===== src/rtl/hbd_pkg.sv =====
package hbd_pkg;
  localparam int NUM_CH   = 2;
  localparam int LEGS_PER = 2;
  localparam int NUM_LEG  = NUM_CH * LEGS_PER;

  typedef enum logic [1:0] {
    LEG_GAP = 2'd0,
    LEG_HI  = 2'd1,
    LEG_LO  = 2'd2
  } leg_state_e;
endpackage


===== src/rtl/hbd_rst_sync.sv =====
module hbd_rst_sync #(
  parameter int STAGES = 2
) (
  input  logic clk,
  input  logic rst_n,
  output logic rst_n_sync
);
  logic [STAGES-1:0] sync_q;

  always_ff @(posedge clk or negedge rst_n) begin
    if (!rst_n) sync_q <= '0;
    else        sync_q <= {sync_q[STAGES-2:0], 1'b1};
  end

  assign rst_n_sync = sync_q[STAGES-1];
endmodule


===== src/rtl/hbd_steer.sv =====
module hbd_steer
  import hbd_pkg::*;
(
  input  logic              mono_sel,
  input  logic [NUM_CH-1:0] mod_bit,
  output logic [NUM_LEG-1:0] leg_dem
);
  logic [NUM_CH-1:0] ch_bit;

  always_comb begin
    ch_bit[0] = mod_bit[0];
    ch_bit[1] = mono_sel ? mod_bit[0] : mod_bit[1];
  end

  // positive leg takes the bit, negative leg its complement
  for (genvar c = 0; c < NUM_CH; c++) begin : g_ch
    assign leg_dem[c*LEGS_PER]     =  ch_bit[c];
    assign leg_dem[c*LEGS_PER + 1] = ~ch_bit[c];
  end
endmodule


===== src/rtl/hbd_leg.sv =====
module hbd_leg
  import hbd_pkg::*;
#(
  parameter int GAP_W = 3
) (
  input  logic             clk,
  input  logic             rst_n,
  input  logic             drive_en,
  input  logic             dem,
  input  logic [GAP_W-1:0] gap_sel,
  output logic             gate_hi,
  output logic             gate_lo
);
  leg_state_e       state_q, state_d;
  logic             tgt_q, tgt_d;
  logic             arm_q, arm_d;
  logic [GAP_W-1:0] cnt_q, cnt_d;
  logic             cnt_clr, cnt_inc;

  always_comb begin
    state_d = state_q;
    tgt_d   = tgt_q;
    arm_d   = arm_q;
    cnt_clr = 1'b0;
    cnt_inc = 1'b0;
    if (!drive_en) begin
      state_d = LEG_GAP;
      arm_d   = 1'b1;
      tgt_d   = dem;
      cnt_clr = 1'b1;
    end else begin
      unique case (state_q)
        LEG_HI: if (!dem) begin
          state_d = LEG_GAP;
          tgt_d   = 1'b0;
          cnt_clr = 1'b1;
        end
        LEG_LO: if (dem) begin
          state_d = LEG_GAP;
          tgt_d   = 1'b1;
          cnt_clr = 1'b1;
        end
        default: begin
          if (arm_q || (dem != tgt_q)) begin
            arm_d   = 1'b0;
            tgt_d   = dem;
            cnt_clr = 1'b1;
          end else if (cnt_q >= gap_sel) begin
            state_d = tgt_q ? LEG_HI : LEG_LO;
          end else begin
            cnt_inc = 1'b1;
          end
        end
      endcase
    end
  end

  always_comb begin
    cnt_d = cnt_q;
    if (cnt_clr)      cnt_d = '0;
    else if (cnt_inc) cnt_d = cnt_q + GAP_W'(1);
  end

  always_ff @(posedge clk or negedge rst_n) begin
    if (!rst_n) begin
      state_q <= LEG_GAP;
      tgt_q   <= 1'b0;
      arm_q   <= 1'b1;
      cnt_q   <= '0;
    end else begin
      state_q <= state_d;
      tgt_q   <= tgt_d;
      arm_q   <= arm_d;
      if (cnt_clr || cnt_inc) cnt_q <= cnt_d;
    end
  end

  assign gate_hi = drive_en && (state_q == LEG_HI);
  assign gate_lo = drive_en && (state_q == LEG_LO);
endmodule


===== src/rtl/hbd_top.sv =====
module hbd_top
  import hbd_pkg::*;
#(
  parameter int GAP_W = 3
) (
  input  logic              clk,
  input  logic              rst_n,
  input  logic              drive_en,
  input  logic              mono_sel,
  input  logic [1:0]        mod_bit,
  input  logic [GAP_W-1:0]  gap_sel,
  output logic [3:0]        gate_hi,
  output logic [3:0]        gate_lo
);
  logic               rst_n_int;
  logic [NUM_LEG-1:0] leg_dem;

  hbd_rst_sync #(.STAGES(2)) u_rst (
    .clk        (clk),
    .rst_n      (rst_n),
    .rst_n_sync (rst_n_int)
  );

  hbd_steer u_steer (
    .mono_sel (mono_sel),
    .mod_bit  (mod_bit),
    .leg_dem  (leg_dem)
  );

  for (genvar g = 0; g < NUM_LEG; g++) begin : g_leg
    hbd_leg #(.GAP_W(GAP_W)) u_leg (
      .clk      (clk),
      .rst_n    (rst_n_int),
      .drive_en (drive_en),
      .dem      (leg_dem[g]),
      .gap_sel  (gap_sel),
      .gate_hi  (gate_hi[g]),
      .gate_lo  (gate_lo[g])
    );
  end
endmodule


===== config.mk =====
export PLATFORM = sky130hd
export DESIGN_NAME = hbd_top
export DESIGN_NICKNAME = d
export VERILOG_FILES = /design/src/rtl/hbd_pkg.sv /design/src/rtl/hbd_rst_sync.sv /design/src/rtl/hbd_steer.sv /design/src/rtl/hbd_leg.sv /design/src/rtl/hbd_top.sv
export SDC_FILE = /design/constraint.sdc
export NUM_CORES = 1
export LEC_CHECK = 0
export CORE_AREA = 10 10 76 126
export CTS_CLUSTER_DIAMETER = 80
export DETAILED_ROUTE_END_ITERATION = 16
export DIE_AREA = 0 0 86 136
export GPL_TIMING_DRIVEN = 1
export PLACE_DENSITY = 0.46
export SLEW_MARGIN = 20
export SYNTH_ARGS = -nofsm -noshare
export SYNTH_HDL_FRONTEND = slang
export SYNTH_HIERARCHICAL = 1
export SYNTH_SLANG_ARGS = --single-unit

===== constraint.sdc =====
create_clock -name clk -period 1.24 [get_ports clk]
set_input_delay 0.372 -clock clk [delete_from_list [all_inputs] [get_ports clk]]
set_output_delay 0.372 -clock clk [all_outputs]
set_load 0.02 [all_outputs]

==> results.yml <==
outcome:
  outcome: "complete, but fails checks"
  violations: "setup timing"
setup_path:
  path_buf_inv: 0
  r2r-start: "g_leg[2].u_leg/cnt_q[2]$_DFFE_PN0P_"
  critPathMaxStageDelay_ns: 0.54
  crit_chain: "ha_4 > nand2_1 > o21a_1 > or4_1 > o311ai_1"
  slowest_stage: "or4_1"
  crit_type: "register to register"
  reg2reg_depth: 5
  crit_path_start_kind: "register"
  cp-end-kind: "register"
  critPathRequiredTime_ns: 1.42
  rr_endpoint: "g_leg[2].u_leg/state_q[0]$_DFFE_PN0P_"
  critPathArrivalTime_ns: 1.88
  rrSetupSlack_ns: -0.47
  worst-path-max-fanout: 4
  path_delay_family: "simple AND/OR/NAND/NOR gates"
sta:
  finalWorstPathRequiredPeriod_ns: 1.706
  maxSlewViolCount: 0
  max_freq_mhz: 586.3
  layout_setup_ws_ns: -0.4658
  finalCritPeriodShare_pct: 137.6
  setup_viol_count_final: 32
  hold_viol_final: 0
  worst_clock_skew_ns: 0.001668
  tns_ns: -9.638
  rsz0062_at_grt: "true"
cells_and_area:
  antenna_cells: 0
  drive_gt1_share_pct: 60.79
  fin_nets: 412
  regArea_sq_um: 757.0
  syn_to_final_growth_pct: 83.91
  multi_input_area_sq_mm: 0.001769
  nFillCells: 687
logic_synthesis:
  synth_area_sq_mm: 0.002177
  ys_seq_area_share_pct: 34.71
  synth_area_leader_cell: "dfrtp_1"
  postSynthAreaPerCell_sq_um: 8.959
  synth_ff_type: "dfrtp_1"
  synthArstFlopShare_pct: 100.0
  ys_ff_latch: 30
  syn-instance-count: 243
  synth_cell_type_count: 35
  synth_top_area_share_pct: 29.89
  synth_area_leaders: "dfrtp_1, ha_1, inv_1"
  synth_warnings: 6
  syn_nets: 276
  synth-edff-count: 0
power_and_ir_drop:
  internal_power_mw: 2.361
  p_sw_uw: 956.4
  p_sw_share_pct: 28.83
  pwr-share-comb_pct: 29.4
  seq_power_share_pct: 32.9
  power_density_mw_per_mm2: 828.7
  ir_drop_mv: 0.5073
  clkPwrFrac_pct: 37.7
  p_leak_nw: 1.817
routing:
  dr.pass1.iters: 4
  vias: 2224
  wl_mm: 6.480
  avgViaCountPerCell: 4.752
  wl_per_cell_um: 13.85
  drc_errors: 0
  drtAntennaViolNets: 0
  drtIter0Drc: 65
global_route:
  grt_pass1_wl_mm: 10.61
  first_global_vias: 2307
  grt_max_degree: 29
  antenna_found_initial: 0
  groute.usage.overall_pct: 11.52
  grt_overflow: 0
die:
  start_util_pct: 28.97
  die_area_sq_mm: 0.01170
  rows: 42
  die_w_um: 86
  die_y_um: 136
  core_region_area_sq_mm: 0.007515
  ioPinCount: 17
cts:
  cts_tree: "yes"
  cts_max_level: 2
  clkTransAtPathRegs_ns: 0.05
  cts_sinks: 30
  cts-root-buf: "clkbuf_16"
  clockBufferDepth: 2
  insertion_delay_ns: 0.28
  cts_inserted_buffers: 5
placement:
  hpwl_mm: 4.408
  dp_worst_setup_slack_ns: -1.131
  portBuffers: 16
  gp_congestion: 0.7912
min_path:
  hp-class: "input pin to async pin"
flow_run:
  cap_violations: 0
[through the flow]
step / hold slack (ns) / total power, mW / instance area [sq um] / instances / util [%]
after floorplan: 0.07641 / 1.485 / 2332 / 243 / -
after global placement: 0.2692 / 1.855 / 3178 / 422 / 42.29
after detailed placement: 0.2801 / 1.863 / 3178 / 422 / 42.29
after CTS: 0.2399 / 3.279 / 3736 / 460 / 49.72
after global routing: 0.2470 / 3.487 / 4004 / 468 / 53.28
final: 0.2455 / 3.318 / 4004 / 468 / 53.28
[cells in the mapped netlist, drive strengths merged, types with 4 or more instances]
cell type / number
o21a: 4
nand3: 14
a21oi: 7
nor2: 8
inv: 33
o21ai: 21
nand2: 21
o311ai: 8
nor2b: 11
dfrtp: 26
dfstp: 4
xor2: 4
and2: 12
o31ai: 4
ha: 24
mux2i: 12
nor3: 5
[worst reg2reg max path, cell delays in order, from the launching register on]
cell,delay (ns)
dfrtp_1,0.40
ha_4,0.28
nand2_1,0.06
o21a_1,0.23
or4_1,0.54
o311ai_1,0.09
[kinds of logic (layout without fill, tap and decap cells)]
group	count (synthesis)	count (layout)	synth area share, %
XOR/XNOR	4	4	1.954
AO/OA/AOI/OAI	50	50	14.37
flip-flops	30	30	34.71
multiplexers	14	14	6.897
buffers and inverters	34	171	6.035
AND/OR/NAND/NOR	86	86	22.07
other	1	1	0.1722
adder cells (fa/ha/maj)	24	24	13.79
[layer usage]
layer	vias to the layer above	track usage, %	part of all wire (%)
li1	1127	-	-
met1	1063	11.39	39
met2	23	21.58	56
met3	11	2.097	2.0
met4	0	6.342	2.7
met5	-	0	0
[flip-flops by register name, indices dropped and copies added (netlist names)]
| register | count |
|---|---|
| g_leg.u_leg/arm_q | 4 |
| g_leg.u_leg/cnt_q | 12 |
| g_leg.u_leg/state_q | 8 |
| g_leg.u_leg/tgt_q | 4 |
| u_rst/sync_q | 2 |
[worst max path at each step]
stage	startpoint	end	slack [ns]	depth (start not counted)
final	g_leg[2].u_leg/cnt_q[2]$_DFFE_PN0P_	g_leg[2].u_leg/state_q[0]$_DFFE_PN0P_	-0.47	5
after global routing	g_leg[1].u_leg/state_q[1]$_DFFE_PN0P_	g_leg[1].u_leg/state_q[1]$_DFFE_PN0P_	-0.56	7
after CTS	g_leg[3].u_leg/state_q[1]$_DFFE_PN0P_	g_leg[3].u_leg/state_q[0]$_DFFE_PN0P_	-0.46	7
after detailed placement	mono_sel	g_leg[2].u_leg/state_q[0]$_DFFE_PN0P_	-1.13	6
after global placement	mono_sel	g_leg[2].u_leg/state_q[1]$_DFFE_PN0P_	-1.10	6
after floorplan	mono_sel	g_leg[2].u_leg/state_q[0]$_DFFE_PN0P_	-0.49	5
[power by group through the flow]
stage          clock network, mW  logic, mW  registers, mW
5_1_grt                     1.32       1.07           1.10
3_3_place_gp                   0      0.755           1.10
4_1_cts                     1.29      0.896           1.09
6_report                    1.25      0.975           1.09
3_5_place_dp                   0      0.764           1.10
2_1_floorplan                  0      0.368           1.12
[cell usage in the layout, fill, tap and decap left out, drive strengths merged]
cell | netlist | routed
a21boi | 1 | 1
a21oi | 7 | 7
a31oi | 2 | 2
and2 | 12 | 12
and3 | 1 | 1
buf | 1 | 128
bufbuf | 0 | 1
clkbuf | 0 | 7
clkdlybuf4s50 | 0 | 1
clkinv | 0 | 1
conb | 1 | 1
dfrtp | 26 | 26
dfstp | 4 | 4
ha | 24 | 24
inv | 33 | 33
mux2 | 2 | 2
mux2i | 12 | 12
nand2 | 21 | 21
nand3 | 14 | 14
nand4 | 2 | 2
nand4b | 3 | 3
nor2 | 8 | 8
nor2b | 11 | 11
nor3 | 5 | 5
o211ai | 3 | 3
o21a | 4 | 4
o21ai | 21 | 21
o311ai | 8 | 8
o31ai | 4 | 4
or2 | 3 | 3
or4 | 3 | 3
or4b | 3 | 3
xor2 | 4 | 4
[final cells by class]
| type | count | area share (%) |
|---|---|---|
| timing repair buffer | 130 | 27.37 |
| tap | 88 | 2.750 |
| clock inverter | 1 | 0.1250 |
| clock buffer | 7 | 3.563 |
| inverter | 33 | 3.094 |
| sequential | 30 | 18.91 |
| multi-input combinational | 179 | 44.19 |
[repair_timing]
item                                    in CTS  in global routing
endpoints found under the setup margin      32                 33
buffers inserted                            31                  9
gates resized for setup                    126                 47
gates cloned                                 1                  0
hold buffers                                 0                  0
pin swaps                                   34                 18
No activity file was read; power rests on OpenSTA's default activity.
